File: config.mk
export PLATFORM = sky130hd
export DESIGN_NAME = byte_retire_ctrl
export DESIGN_NICKNAME = d
export VERILOG_FILES = /design/src/rtl/brc_pkg.sv /design/src/rtl/brc_len_lookup.sv /design/src/rtl/brc_gate.sv /design/src/rtl/brc_retire.sv /design/src/rtl/byte_retire_ctrl.sv
export SDC_FILE = /design/constraint.sdc
export NUM_CORES = 1
export LEC_CHECK = 0
export ABC_AREA = 1
export BUFFER_PORTS_ARGS = -buffer_cell sky130_fd_sc_hd__buf_2
export CAP_MARGIN = 20
export CORE_MARGIN = 5
export CORE_UTILIZATION = 55
export DETAILED_ROUTE_END_ITERATION = 10
export PLACE_DENSITY = 0.95
export SLEW_MARGIN = 10
export SYNTH_ARGS = -nofsm -noshare
export SYNTH_HDL_FRONTEND = slang
export SYNTH_HIERARCHICAL = 1
export SYNTH_SLANG_ARGS = --single-unit
export TNS_END_PERCENT = 50
File: constraint.sdc
create_clock -name clk -period 5.12 [get_ports clk]
set_input_delay 0.512 -clock clk [delete_from_list [all_inputs] [get_ports clk]]
set_output_delay 0.512 -clock clk [all_outputs]
set_load 0.01 [all_outputs]
File: src/rtl/brc_pkg.sv
// Package: shared constants and types for the byte consumption controller.
// Assumes instructions are 1 to MAX_LEN bytes long.
package brc_pkg;

    localparam int MAX_LEN = 4;
    localparam int LEN_W   = $clog2(MAX_LEN + 1);

    // Reason decode is or is not allowed this cycle, in priority order.
    typedef enum logic [2:0] {
        GT_IDLE    = 3'd0,   // sequencer not in decode
        GT_SLEEP   = 3'd1,   // low-power state
        GT_HALT    = 3'd2,   // debug mode, no step pending
        GT_STARVED = 3'd3,   // not enough bytes in the queue
        GT_GO      = 3'd4    // instruction retires this cycle
    } gate_e;

endpackage

File: src/rtl/brc_len_lookup.sv
// Module: maps the opcode column to an instruction length.
// Assumes every opcode in a column has the same length.
module brc_len_lookup
    import brc_pkg::*;
(
    input  logic [3:0]       op_column,
    output logic [LEN_W-1:0] len
);

    // Purpose: range decode of the column into a byte length.
    always_comb begin
        if (op_column <= 4'h5)
            len = LEN_W'(2);
        else if (op_column <= 4'h9)
            len = LEN_W'(3);
        else if (op_column <= 4'hB)
            len = LEN_W'(4);
        else
            len = LEN_W'(1);
    end

endmodule

File: src/rtl/brc_gate.sv
// Module: decides whether the head instruction may decode this cycle and
// keeps the pending single-step state. Assumes step_cmd is a pulse and
// that the sequencer holds at_decode high while waiting in decode.
module brc_gate
    import brc_pkg::*;
#(
    parameter int CNT_W = 4
) (
    input  logic             clk,
    input  logic             rst_n,
    input  logic             at_decode,
    input  logic             low_power,
    input  logic             dbg_mode,
    input  logic             step_cmd,
    input  logic [CNT_W-1:0] avail,
    input  logic [LEN_W-1:0] len,
    output logic             fire,
    output logic             step_ack
);

    logic  step_pend;
    logic  enough;
    gate_e state;

    // Purpose: queue holds at least the bytes the instruction needs.
    always_comb enough = (avail >= CNT_W'(len));

    // Purpose: prioritised gate decision.
    always_comb begin
        if (!at_decode)
            state = GT_IDLE;
        else if (low_power)
            state = GT_SLEEP;
        else if (dbg_mode && !step_pend)
            state = GT_HALT;
        else if (!enough)
            state = GT_STARVED;
        else
            state = GT_GO;
    end

    // Purpose: drive the enable and the step acknowledge.
    always_comb begin
        fire     = (state == GT_GO);
        step_ack = fire && dbg_mode;
    end

    // Purpose: arm a step in debug mode, consume it when one instruction retires.
    always_ff @(posedge clk) begin
        if (!rst_n)
            step_pend <= 1'b0;
        else if (!dbg_mode)
            step_pend <= 1'b0;
        else if (fire)
            step_pend <= step_cmd;
        else
            step_pend <= step_pend | step_cmd;
    end

endmodule

File: src/rtl/brc_retire.sv
// Module: applies one consumed-byte value to the program counter, the queue
// read pointer and the available-byte count on the same edge. Assumes the
// fetch side never pushes more bytes than the queue has room for.
module brc_retire
    import brc_pkg::*;
#(
    parameter int          PC_W     = 16,
    parameter int          DEPTH    = 8,
    parameter int          PTR_W    = 3,
    parameter int          CNT_W    = 4,
    parameter logic [PC_W-1:0] RESET_PC = '0
) (
    input  logic             clk,
    input  logic             rst_n,
    input  logic             fire,
    input  logic [LEN_W-1:0] len,
    input  logic [CNT_W-1:0] push_bytes,
    output logic [LEN_W-1:0] used_bytes,
    output logic [PC_W-1:0]  pc,
    output logic [PTR_W-1:0] rd_ptr,
    output logic [CNT_W-1:0] avail
);

    localparam int               SUM_W   = PTR_W + LEN_W;
    localparam logic [SUM_W-1:0] DEPTH_S = SUM_W'(DEPTH);

    logic [SUM_W-1:0] ptr_sum;
    logic [PTR_W-1:0] ptr_next;
    logic [PC_W-1:0]  pc_next;
    logic [CNT_W-1:0] avail_next;

    // Purpose: consumed count defaults to zero and takes the length on decode.
    always_comb used_bytes = fire ? len : '0;

    // Purpose: read pointer advance with wrap at the queue depth.
    always_comb begin
        ptr_sum = SUM_W'(rd_ptr) + SUM_W'(used_bytes);
        if (ptr_sum >= DEPTH_S)
            ptr_next = PTR_W'(ptr_sum - DEPTH_S);
        else
            ptr_next = PTR_W'(ptr_sum);
    end

    // Purpose: program counter and byte count from the same consumed value.
    always_comb begin
        pc_next    = pc + PC_W'(used_bytes);
        avail_next = avail + push_bytes - CNT_W'(used_bytes);
    end

    // Purpose: register all three counters together.
    always_ff @(posedge clk) begin
        if (!rst_n) begin
            pc     <= RESET_PC;
            rd_ptr <= '0;
            avail  <= '0;
        end else begin
            pc     <= pc_next;
            rd_ptr <= ptr_next;
            avail  <= avail_next;
        end
    end

endmodule

File: src/rtl/byte_retire_ctrl.sv
// Module: top of the decode-stage byte consumption controller. Looks up the
// head instruction length, gates decode and retires the bytes consumed.
// Assumes DEPTH >= MAX_LEN and that push_bytes never overfills the queue.
module byte_retire_ctrl
    import brc_pkg::*;
#(
    parameter int              PC_W     = 16,
    parameter int              DEPTH    = 8,
    parameter int              PTR_W    = $clog2(DEPTH),
    parameter int              CNT_W    = $clog2(DEPTH + 1),
    parameter logic [PC_W-1:0] RESET_PC = '0
) (
    input  logic             clk,
    input  logic             rst_n,
    input  logic             at_decode,
    input  logic [3:0]       op_column,
    input  logic [CNT_W-1:0] push_bytes,
    input  logic             low_power,
    input  logic             dbg_mode,
    input  logic             step_cmd,
    output logic             decode_en,
    output logic [LEN_W-1:0] instr_len,
    output logic [LEN_W-1:0] used_bytes,
    output logic             step_ack,
    output logic [PC_W-1:0]  pc,
    output logic [PTR_W-1:0] rd_ptr,
    output logic [CNT_W-1:0] avail
);

    brc_len_lookup u_len (
        .op_column (op_column),
        .len       (instr_len)
    );

    brc_gate #(.CNT_W(CNT_W)) u_gate (
        .clk       (clk),
        .rst_n     (rst_n),
        .at_decode (at_decode),
        .low_power (low_power),
        .dbg_mode  (dbg_mode),
        .step_cmd  (step_cmd),
        .avail     (avail),
        .len       (instr_len),
        .fire      (decode_en),
        .step_ack  (step_ack)
    );

    brc_retire #(
        .PC_W     (PC_W),
        .DEPTH    (DEPTH),
        .PTR_W    (PTR_W),
        .CNT_W    (CNT_W),
        .RESET_PC (RESET_PC)
    ) u_retire (
        .clk        (clk),
        .rst_n      (rst_n),
        .fire       (decode_en),
        .len        (instr_len),
        .push_bytes (push_bytes),
        .used_bytes (used_bytes),
        .pc         (pc),
        .rd_ptr     (rd_ptr),
        .avail      (avail)
    );

endmodule

## After elaboration in Yosys (flattened, before gate mapping)

Index checks and enable logic that the tools add are counted.

| storage, ports and cells | value |
|---|---|
| memories kept | 0 |
| RAM bits | 0 |
| output and inout bits | 31 |
| word-level logic and storage cells | 30 |
| bits in registers | 24 |
| latch bits | 0 |
| ROM bits | 0 |
| bits of input ports | 14 |

| cells by class | value |
|---|---|
| mux-type cells | 10 |
| multipliers | 0 |
| div/mod/pow operators | 0 |
| bitwise operators | 1 |
| order comparisons | 5 |
| shift-type cells | 0 |
| reductions and logical operators | 4 |
| equality and inequality tests | 1 |
| add/subtract/negate cells | 5 |

Operators with widths:

| cell | count |
|---|---|
| two-way mux 3 bit | 9 |
| adder 16 x 3 -> 16 bit | 1 |
| <= comparator 4 bit, second input constant | 2 |
| adder 3 x 3 -> 4 bit | 1 |
| adder 4 bit | 1 |
| greater-or-equal comparator 4 x 3 -> 1 bit | 1 |
| greater-or-equal comparator 4 bit, second input constant | 1 |
| <= comparator 4 x 3 -> 1 bit, second input constant | 1 |
| subtractor 4 x 3 -> 4 bit | 1 |
| == test 3 bit, second input constant | 1 |
| subtractor 3 x 1 -> 3 bit, second input constant | 1 |
| logical AND 1 bit | 2 |
| AND reduction 2 bit | 1 |
| logical NOT 1 bit | 1 |
| two-way mux 1 bit | 1 |
| bitwise OR 1 bit | 1 |

## Longest topological paths before layout

Gate-level depths: netlist of run 1.

| logic depth | value |
|---|---|
| depth after elaboration | 14 |
| mapped depth | 23 |
| mapped depth without buffers | 23 |

## Cells and area by module

Netlist of run 1, hierarchy kept.

Modules (own cells, without submodules):

| module | sequential area each (sq um) | times used | area an instance (sq um) | cells an instance |
|---|---|---|---|---|
| brc_retire | 460.4 | 1 | 1343.8 | 185 |
| brc_gate | 20.0 | 1 | 167.7 | 28 |
| brc_len_lookup | 0.0 | 1 | 35.0 | 9 |

## Least setup slack after synthesis of run 1

No wires, ideal clock.

| timing | value |
|---|---|
| path kind | in2reg |
| start | in op_column[1] |
| end | reg u_retire.avail[3] |
| setup slack | 1810 ps |
| data arrival time | 3198 ps |
| stages | 18 |
| buffers on the path | 0 |
| required time | 5007 ps |
| setup time | 113 ps |
| cell sequence | o21ai_0 inv_1 ha_1 nand2_1 nand2_1 nand2_1 nand3_1 nand2_2 inv_1 nand2_1 inv_1 fa_1 inv_1 ha_1 a21oi_1 nand2_1 nor2_1 nor2_1 |

| on the way | value |
|---|---|
| longest elaborated chain between the ends | 12 |
| elaborated cells on any way between the ends | 14 |
| classes of those cells | add/sub: 1; order compare: 4; eq/ne: 1; mux: 8 |

RTL lines:

| what | RTL line | source |
|---|---|---|
| start, declared | byte_retire_ctrl.sv:16 | `input logic [3:0] op_column,` |
| <= comparator 4 bit | brc_len_lookup.sv:16 | `else if (op_column <= 4'hB)` |
| two-way mux 3 bit | brc_len_lookup.sv:16 |  |
| two-way mux 3 bit | brc_len_lookup.sv:14 | `else if (op_column <= 4'h9)` |
| two-way mux 3 bit (*) | brc_len_lookup.sv:12 | `if (op_column <= 4'h5)` |
| greater-or-equal comparator 4 x 3 -> 1 bit (*) | brc_gate.sv:26 | `always_comb enough = (avail >= CNT_W'(len));` |
| two-way mux 3 bit (*) | brc_gate.sv:36 | `else if (!enough)` |
| two-way mux 3 bit (*) | brc_gate.sv:34 | `else if (dbg_mode && !step_pend)` |
| two-way mux 3 bit (*) | brc_gate.sv:32 | `else if (low_power)` |
| two-way mux 3 bit (*) | brc_gate.sv:30 | `if (!at_decode)` |
| == test 3 bit (*) | brc_gate.sv:44 | `fire = (state == GT_GO);` |
| net decode_en | byte_retire_ctrl.sv:21 | `output logic decode_en,` |
| two-way mux 3 bit (*) | brc_retire.sv:33 | `always_comb used_bytes = fire ? len : '0;` |
| net used_bytes[2] | byte_retire_ctrl.sv:23 | `output logic [LEN_W-1:0] used_bytes,` |
| subtractor 4 x 3 -> 4 bit (*) | brc_retire.sv:47 | `avail_next = avail + push_bytes - CNT_W'(used_bytes);` |
| end signal, assigned | brc_retire.sv:59 | `avail <= avail_next;` |
| end, declared | brc_retire.sv:21 | `output logic [CNT_W-1:0] avail` |

The timed path passes the listed nets; every way through them passes the cells marked *.
A chain may end at the register's enable or synchronous reset.

## Final worst setup path of run 1

| timing | value |
|---|---|
| start | in op_column[1] |
| end | reg u_retire.avail[3] |

| on the way | value |
|---|---|
| longest elaborated chain between the ends | 12 |
| elaborated cells on any way between the ends | 14 |
| classes of those cells | add/sub: 1; order compare: 4; eq/ne: 1; mux: 8 |

RTL lines:

| what | RTL line |
|---|---|
| <= comparator 4 bit | brc_len_lookup.sv:16 |
| two-way mux 3 bit | brc_len_lookup.sv:16 |
| two-way mux 3 bit | brc_len_lookup.sv:14 |
| two-way mux 3 bit (*) | brc_len_lookup.sv:12 |
| greater-or-equal comparator 4 x 3 -> 1 bit | brc_gate.sv:26 |
| two-way mux 3 bit | brc_gate.sv:36 |
| two-way mux 3 bit | brc_gate.sv:34 |
| two-way mux 3 bit | brc_gate.sv:32 |
| two-way mux 3 bit | brc_gate.sv:30 |
| == test 3 bit | brc_gate.sv:44 |
| two-way mux 3 bit (*) | brc_retire.sv:33 |
| subtractor 4 x 3 -> 4 bit (*) | brc_retire.sv:47 |

Mark *: on every way between the ends. The rest lies on a longest branch, timed or not.

==> results.md, run 1 <==
* Nets at 296
* CTS tree: done
* Crit path DAT at 3.41 ns
* Post-DR wirelength/cell at 11.52 um
* Pwr Total at 497.2 uW
* F_max at 0.3145 GHz
* Vias post-DR at roughly 1,500
* WHS Endpoint: u_gate/step_pend$_SDFF_PN0_
* Largest cells by area after synthesis: dfxtp_1, nand2_1, inv_1
* HPWL after DPL at about 2.6 mm
* Crit-path max FO at 5
* Die Width at 63.03 um
* Postcts setup bufs at 0
* Min Tclk post-route at 3.179 ns
* Cts bufs inserted at 3
* WS Path Type: in -> reg
* Clock root buffer: clkbuf_4
* Gate Count Post-Synth at between 200 and 250
* Yosys warning count at 6
* Clk slew on worst S/H paths at between 0.1 and 0.15 ns
* First-pass GRT wire length at about 5.8 mm
* Pwr/cell area at 273.7 nW/um2
* Ys flop type: dfxtp_1
* Die area at 3972 um2
* Final std cells w/o fill at between 200 and 300
* Starting Density at 56.57%
* Slowest Stage Delay on Critical Path at 0.52 ns
* Clk_skew at 0.001589 ns
* Worst hold path type: in -> reg
* Core Footprint at 2734 um2
* Worst path required time at roughly 5.4 ns
* Fill cell count at 231
* LEAKAGE at 1.082 nW
* Layout cells sized above 1 at 22.93%
* Syn_nets at 251
* TNS Setup at 0 ns
* Port bufs at 43
* Num ports at 45
* Cell type with the largest total area after synthesis: dfxtp_1
* EDFF count, synth at 0
* Initial antenna violation count at 0
* Diodes inserted at 0
* Worst-Margin Slew at 0.4804 ns
* Worst-Skew Late Latency at around 0.31 ns
* DR iter-0 viols at 89
* Placed insts at 293
* Gpl congestion at 0.8572
* CP max stage cell: fa_1
* Register-to-Register Path Depth at 15
* Worst hold start: step_cmd
* Hold-critical path depth at 3
* Detail Route Antenna Nets at 0
* Final Slew Violations at 0
* Synthesis-stage register bit count at 24
* Netlist cell types at 27
* Row count at 19
* Mapped Area at 1546 um2
* Crit Reg-Reg Endpoint: u_retire/avail[3]$_SDFF_PN0_
* Status: finished, final reports clean
* Final setup violating endpoints at 0
* Maximum vdd ir drop at 0.0002347 V
* RSZ-0062 raised after global routing: false
* Startpoint types: input port
* MaxCap Viol Count at 0
* DRC viols at 0
* Synth top cells by count: nand2_1, inv_1, dfxtp_1
* Via density at 5.000
* Most frequent cell after synthesis: nand2_1
* All-Layer GR Usage at between 15 and 20%
* CTS H-Tree Depth at 1
* Final Util at about two thirds
* Worst reg2reg startpoint: u_retire/avail[0]$_SDFF_PN0_
* Die Ht at ~63 um
* Seq/Total Area, Yosys at between 30% and 40%
* # hold bufs at CTS at 0
* # resized after CTS at 0
* Congestion Overflow GR at 0
* CTS max path bufs at 2
* Mapped Avg Cell Area at 6.966 um2
* P&R area growth vs syn at 17.48%
* CP endpoint kind: register
* Final Cycle Share at 62.09%
* Vias in the first global route at 1,295
* Sink Count at 24
* First drt pass iteration count at 4
* Pin count of the biggest net entering global routing at 19
* Relative slew slack at between 60 and 70%
* Async set-reset flop share out of synthesis at 0%
* Final WL at 3.420 mm
* Crit path cell chain: buf_2 -> o21ai_0 -> inv_1 -> ha_1 -> nand2_1 -> nand2_1 -> nand2_1 -> nand3_1 -> nand2_2 -> inv_1 -> nand2_1 -> inv_1 -> fa_1 -> inv_1 -> ha_1 -> a21oi_1 -> nand2_1 -> nor2_1 -> nor2_1
* Hold Vio Cnt, Final at 0
* Share of the synthesized area in the top cell type at 31.07%
* Cell mode on critical path: nand2_1
* R2r setup slk at 2.39 ns
==> report_power, final <==
| part | total [mW] | switching [mW] | internal (mW) |
|---|---|---|---|
| sequential | 0.217 | 0.0153 | 0.202 |
| clock | 0.0995 | 0.0561 | 0.0434 |
| combinational | 0.180 | 0.104 | 0.0764 |
| total | 0.497 | 0.175 | 0.322 |
==> through the flow <==
stage / instance area (um2) / worst slack [ns] / hold slack [ns]
after detailed placement: 1780 / 1.623 / 0.4688
after global placement: 1780 / 1.715 / 0.4610
final: 1817 / 1.941 / 0.4231
after CTS: 1817 / 1.962 / 0.4109
after floorplan: 1546 / 1.810 / 0.4459
after global routing: 1817 / 1.663 / 0.4035
==> how the worst max path moves through the flow <==
stage | slack [ns] | end | start | cells past startpoint
floorplan | 1.81 | u_retire/avail[3]$_SDFF_PN0_ | op_column[1] | 18
global placement | 1.72 | u_retire/avail[3]$_SDFF_PN0_ | op_column[1] | 19
detailed placement | 1.62 | u_retire/avail[3]$_SDFF_PN0_ | op_column[1] | 19
CTS | 1.96 | u_retire/avail[3]$_SDFF_PN0_ | op_column[1] | 19
global route | 1.66 | u_retire/avail[3]$_SDFF_PN0_ | op_column[1] | 20
finish | 1.94 | u_retire/avail[3]$_SDFF_PN0_ | op_column[1] | 19
==> critical path, delay by kind of cell <==
| kind | cells | cell delay, ns |
|---|---|---|
| fa+ha+maj | 3 | 1.16 |
| buf+inv | 5 | 0.46 |
| simple gates | 9 | 0.66 |
| compound gates | 2 | 0.60 |
==> placed cells by master, fill, tap and decap left out, types with 2 or more instances in the layout <==
cell type	instances
nand2_1	51
inv_1	48
buf_2	43
dfxtp_1	24
nor2_1	20
nand3_1	13
ha_1	12
a21oi_1	12
nand4_1	6
nand2_2	5
o21ai_0	4
clkbuf_4	3
xor2_1	3
nand3b_1	3
fa_1	3
a21oi_2	2
nand3_2	2
inv_2	2
xnor2_1	2
==> sequential cells by signal, summed over array words and instances, names as in the netlist <==
signal / flops
u_retire/rd_ptr: 3
u_gate/step_pend: 1
u_retire/avail: 4
u_retire/pc: 16
==> cell type report <==
type,count,area (um2),area share (%)
Clock buffer,4,36.28,1.997
Inverter,50,187.7,10.33
Multi-Input combinational cell,145,858.3,47.25
Sequential cell,24,480.5,26.45
Tap cell,31,38.79,2.135
Timing Repair Buffer,43,215.2,11.85
==> kinds of logic (layout without fill, tap and decap cells) <==
group                    count (synthesis)  count (layout)  share of synthesized area [%]
AND/OR/NAND/NOR                        104             104                          31.47
adder cells (fa/ha/maj)                 15              15                          13.59
XOR/XNOR                                 5               5                          2.832
flip-flops                              24              24                          31.07
AO/OA/AOI/OAI                           21              21                          7.606
buffers and inverters                   53              97                          13.43
==> layer usage <==
layer | up-vias | GRT usage (%) | share of wire, % | wire length (um)
met2 | 48 | 29.62 | 48 | 1647
met1 | 656 | 22.43 | 44 | 1521
met5 | - | 0 | 0 | 0
met3 | 8 | 3.058 | 5.3 | 182
met4 | 0 | 7.958 | 2.0 | 68
li1 | 773 | - | - | -
(Power assumes the default switching activity.)
==> run 2, diff against run 1 <==
CORE_UTILIZATION = 51   (was 55)
PLACE_DENSITY = 0.91   (was 0.95)
clock period = 3.3 ns   (was 5.12 ns; I/O delays follow)
==> results.md, run 2 (synthesized netlist as in run 1, its figures left out) <==
* # resized after CTS at 0
* Sink Count at 24
* Initial antenna violation count at 0
* Vias post-DR at ~1,500
* Via density at 5.037
* Num ports at 45
* Clk_skew at 0.002293 ns
* Worst path required time at 3.56 ns
* Pwr Total at 817.8 uW
* Crit path from: op_column[2]
* Starting Density at 51.93%
* DR iter-0 viols at between 60 and 70
* Postcts setup bufs at 0
* HPWL after DPL at between 2 and 3 mm
* Vias in the first global route at 1,434
* RSZ-0062 raised after global routing: false
* Worst-Skew Late Latency at 0.31 ns
* Relative slew slack at 78.25%
* Gpl congestion at 0.9013
* Hold Vio Cnt, Final at 0
* Final Slew Violations at 0
* Min Tclk post-route at 2.771 ns
* Startpoint types: input port
* Die area at 4233 um2
* LEAKAGE at about 1.1 nW
* Row count at 20
* Final Cycle Share at between 80 and 90%
* P&R area growth vs syn at 19.17%
* Final setup violating endpoints at 0
* Max reg flops at 16
* Cts bufs inserted at 3
* All-Layer GR Usage at 17.12%
* Crit-path max FO at 5
* Worst hold start: dbg_mode
* Die Ht at between 60 and 70 um
* Clock root buffer: clkbuf_4
* Nets at 297
* TNS Setup at 0 ns
* CTS max path bufs at 2
* CTS tree: done
* Post-DR wirelength/cell at 11.35 um
* CTS H-Tree Depth at 1
* # hold bufs at CTS at 0
* Worst-Margin Slew at ~0.33 ns
* Biggest register: u_retire/pc
* Layout cells sized above 1 at 23.22%
* Maximum vdd ir drop at approximately 0.00027 V
* Clk slew on worst S/H paths at ~0.13 ns
* Worst hold path type: in -> reg
* Crit path DAT at 3.03 ns
* Most common cell after layout, fill and taps aside: nand2_1
* First-pass GRT wire length at 5.913 mm
* Detail Route Antenna Nets at 0
* MaxCap Viol Count at 0
* CP endpoint kind: register
* Congestion Overflow GR at 0
* Pin count of the biggest net entering global routing at 19
* First drt pass iteration count at 4
* DRC viols at 0
* Port bufs at 43
* Core Footprint at 2978 um2
* Status: finished, final reports clean
* Final WL at approximately 3.4 mm
* Top Registers: u_retire/pc x16, u_retire/avail x4, u_retire/rd_ptr x3
* WS Path Type: in -> reg
* Most frequent cells in the layout: nand2_1, inv_1, buf_2, dfxtp_1, nor2_1
* Die Width at 65.07 um
* F_max at 0.3609 GHz
* Pwr/cell area at 443.7 nW/um2
* Diodes inserted at 0
* Worst reg2reg startpoint: u_retire/avail[1]$_SDFF_PN0_
-- run 2: final cells by class --
type	count	area (um2)
Clock inverter	1	30.03
Tap cell	33	41.29
Timing Repair Buffer	44	222.7
Sequential cell	24	480.5
Clock buffer	3	22.52
Fill cell	256	1135
Multi-Input combinational cell	145	858.3
Inverter	50	187.7
-- run 2: through the flow --
step	utilization, %	hold WS (ns)	instances	setup WS, ns	cell area [um2]
6_report	61.89	0.2461	300	0.5294	1843
5_1_grt	61.89	0.2400	300	0.2313	1843
4_1_cts	61.89	0.2396	300	0.5437	1843
3_5_place_dp	60.13	0.4828	296	0.2233	1790
3_3_place_gp	60.13	0.4607	296	0.2851	1790
2_1_floorplan	-	0.4459	222	0.1717	1546
-- run 2: per-layer routing --
metal  wire length (um)  track usage (%)
met3                202            2.600
met5                  0                0
met2               1692            31.29
met1               1484            20.98
met4                 25            3.886
-- run 2: report_power, final --
part | internal, mW | total (mW) | switching (mW)
combinational | 0.116 | 0.271 | 0.155
clock | 0.123 | 0.211 | 0.0883
sequential | 0.313 | 0.335 | 0.0221
total | 0.552 | 0.818 | 0.266
-- run 2: final timing paths --
check                                  to  slack (ns)  cells after the start
max          u_retire/avail[3]$_SDFF_PN0_        0.53                     22
min reg2reg    u_retire/pc[14]$_SDFF_PN0_        0.50                      2
max reg2reg  u_retire/avail[3]$_SDFF_PN0_        0.62                     17
min           u_gate/step_pend$_SDFF_PN0_        0.25                      3
-- run 2: worst max-delay path, stage by stage --
cell and delay (ns):
buf_2 0.11, inv_1 0.05, nand2_1 0.04, nor2_1 0.17, inv_1 0.07, ha_1 0.29
inv_1 0.05, nor2_1 0.08, nand2_1 0.06, nand3_1 0.07, nand2_2 0.06, inv_1 0.17
nand2_1 0.07, inv_1 0.18, fa_1 0.45, inv_1 0.07, ha_1 0.26, a21oi_1 0.13
nand2_1 0.07, nand2_1 0.08, nand2_1 0.05, nor2_1 0.09
==> run 3, diff against run 2 <==
ABC_AREA = 0   (was 1)
CORE_UTILIZATION = 50   (was 51)
clock period = 2.7 ns   (was 3.3 ns; I/O delays follow)
==> results.md, run 3 <==
* Die Width at 63.01 um
* CTS tree: done
* Mapped Area at 1405 um2
* Clk_skew at 0.001697 ns
* Syn_nets at ~180
* Cell type with the largest total area after synthesis: dfxtp_1
* Congestion Overflow GR at 0
* Initial antenna violation count at 0
* First-pass GRT wire length at 6.975 mm
* Placed insts at 248
* # hold bufs at CTS at 0
* Core Footprint at 2734 um2
* P&R area growth vs syn at 59.66%
* Crit path DAT at just under 3 ns
* All-Layer GR Usage at 22.17%
* Sink Count at 24
* Via density at 5.724
* Seq/Total Area, Yosys at 34.19%
* Busiest grt layer: met2
* Top Registers: u_retire/pc x16, u_retire/avail x4, u_retire/rd_ptr x3
* Final WL at 4.851 mm
* Pin count of the biggest net entering global routing at 17
* First drt pass iteration count at 5
* Mapped Avg Cell Area at between 9 and 10 um2
* Final setup violating endpoints at 4
* Most frequent cells in the layout: buf_2, buf_4, dfxtp_1, nor2_1, xnor2_1
* Worst hold path type: in -> reg
* CTS max path bufs at 2
* Synth Area in Adders at 14.96%
* Relative slew slack at 63.79%
* Final WS setup at -0.07261 ns
* Post-synthesis xor/xnor area fraction at 10.60%
* Starting Density at 51.40%
* Detail Route Antenna Nets at 0
* Largest cells by area after synthesis: dfxtp_1, ha_1, xnor2_1
* Biggest register: u_retire/pc
* Die area at slightly below 4000 um2
* Most common cell after layout, fill and taps aside: buf_2
* Diodes inserted at 0
* DR iter-0 viols at 59
* Min Tclk post-route at 2.773 ns
* Num ports at between 40 and 50
* Crit Reg-Reg Endpoint: u_retire/avail[3]$_SDFF_PN0_
* Worst Setup Slack post-DPL at -0.4610 ns
* Register-to-Register Path Depth at 13
* Nets at 260
* Vias post-DR at 1,494
* Worst hold start: step_cmd
* Synth top cells by count: dfxtp_1, inv_1, nor2_1
* F_max at 0.3607 GHz
* Die Ht at 63.01 um
* Async set-reset flop share out of synthesis at 0%
* Final Cycle Share at 102.7%
* Final Slew Violations at 0
* CTS H-Tree Depth at 1
* Cts bufs inserted at 3
* WS Path Type: in -> reg
* Yosys warning count at 6
* Share of the synthesized area in the top cell type at 34.19%
* Met3 Use GR at 4.676%
* Worst-Skew Late Latency at 0.31 ns
* LEAKAGE at 1.006 nW
* Row count at 19
* Worst hold slack at around 0.19 ns
* WHS Endpoint: u_gate/step_pend$_SDFF_PN0_
* Worst path required time at 2.88 ns
* RSZ-0062 raised after global routing: true
* Compound-Gate Fraction of Synth Area at 14.60%
* Met1 GRT Util at 25.00%
* Met2 Use GR at 39.49%
* Violations in the final reports: negative setup slack
* Gate Count Post-Synth at 150
* Layout cells sized above 1 at 54.35%
* Hold Vio Cnt, Final at 0
* CP endpoint kind: register
* HPWL after DPL at 2.992 mm
* Final std cells w/o fill at between 200 and 300
* Port bufs at 43
* Vias in the first global route at 1,479
* Netlist cell types at 37
* Post-synthesis mux area share at roughly 1.8%
* Status: complete, but fails checks
* Maximum vdd ir drop at ~0.00045 V
* Ys flop type: dfxtp_1
* TNS Setup at -0.1501 ns
* EDFF count, synth at 0
* Post-DR wirelength/cell at 18.59 um
* Synthesis-stage register bit count at 24
* Pwr Total at 1.166 mW
* Startpoint types: input port
* Simple-gate share of the synthesized area at 19.59%
* Largest family of logic cells by synthesized area: simple AND/OR/NAND/NOR gates
* Hold-critical path depth at 2
* Clk slew on worst S/H paths at 0.12 ns
* Most frequent cell after synthesis: dfxtp_1
* Pwr/cell area at 519.8 nW/um2
* MaxCap Viol Count at 0
* DRC viols at 0
* Max reg flops at 16
* R2r setup slk at -0.05 ns
* Gpl congestion at 0.7979
* Crit-path max FO at 3
* Worst reg2reg startpoint: u_retire/avail[0]$_SDFF_PN0_
* Worst-Margin Slew at 0.5425 ns
* Clock root buffer: clkbuf_4
## run 3: layout make-up
cell class / instances / area [um2]
Clock buffer: 4 / 36.28
Fill cell: 147 / 490.5
Tap cell: 31 / 38.79
Sequential cell: 24 / 485.5
Multi-Input combinational cell: 110 / 1142
Timing Repair Buffer: 77 / 484.2
Inverter: 15 / 56.30
## run 3: worst max-delay path: stages
cell and delay (ns):
buf_2 0.13, mux2_4 0.33, ha_4 0.26, nand2b_4 0.12, a31oi_4 0.09, a2111oi_4 0.28, nand2_2 0.13, xor2_1 0.18
ha_1 0.31, ha_1 0.29, a21o_1 0.18, a21oi_2 0.13, xnor2_1 0.15, nor2_1 0.08
## run 3: logic make-up (layout without fill, tap and decap cells)
kind of cell,Yosys count,count (layout)
muxes,2,2
adders and majority gates,15,15
xor gates and xnor gates,17,17
and+or+nand+nor,49,49
DFF,24,24
buffers and inverters,16,96
AOI/OAI and AO/OA,27,27
## run 3: routing by layer
layer / wire length, um / part of all wire [%]
met4: 241 / 5.0
met1: 1841 / 38
met2: 2444 / 50
met3: 324 / 6.7
met5: 0 / 0
## run 3: where the power goes
group	leakage (nW)	switching (mW)	internal, mW
clock network	0.0210	0.103	0.0824
logic	0.790	0.267	0.293
registers	0.196	0.0340	0.387
## run 3: through the flow
step / utilization (%) / area, um2
after global placement: 73.46 / 2008
after floorplan: - / 1570
final: 82.06 / 2243
after detailed placement: 73.46 / 2008
after CTS: 77.89 / 2130
after global routing: 82.06 / 2243
## run 3: what timing repair did
item | CTS | global route
pin swaps | 10 | 16
setup endpoints to repair | 17 | 17
resized for setup | 9 | 16
endpoints found under the hold margin | 0 | 0
setup buffers | 4 | 5
## run 3: worst max path at each step
stage                                  from                             to  slack, ns  cells past startpoint
4_1_cts                        op_column[1]  u_retire/rd_ptr[2]$_SDFF_PN0_      -0.02                     16
6_report                       op_column[1]   u_retire/avail[3]$_SDFF_PN0_      -0.07                     14
5_1_grt        u_retire/avail[0]$_SDFF_PN0_   u_retire/avail[3]$_SDFF_PN0_      -0.16                     13
2_1_floorplan                  op_column[2]   u_retire/avail[3]$_SDFF_PN0_      -0.38                     14
3_5_place_dp                   op_column[1]   u_retire/avail[3]$_SDFF_PN0_      -0.46                     14
3_3_place_gp                   op_column[2]      u_retire/pc[9]$_SDFF_PN0_      -0.35                     13
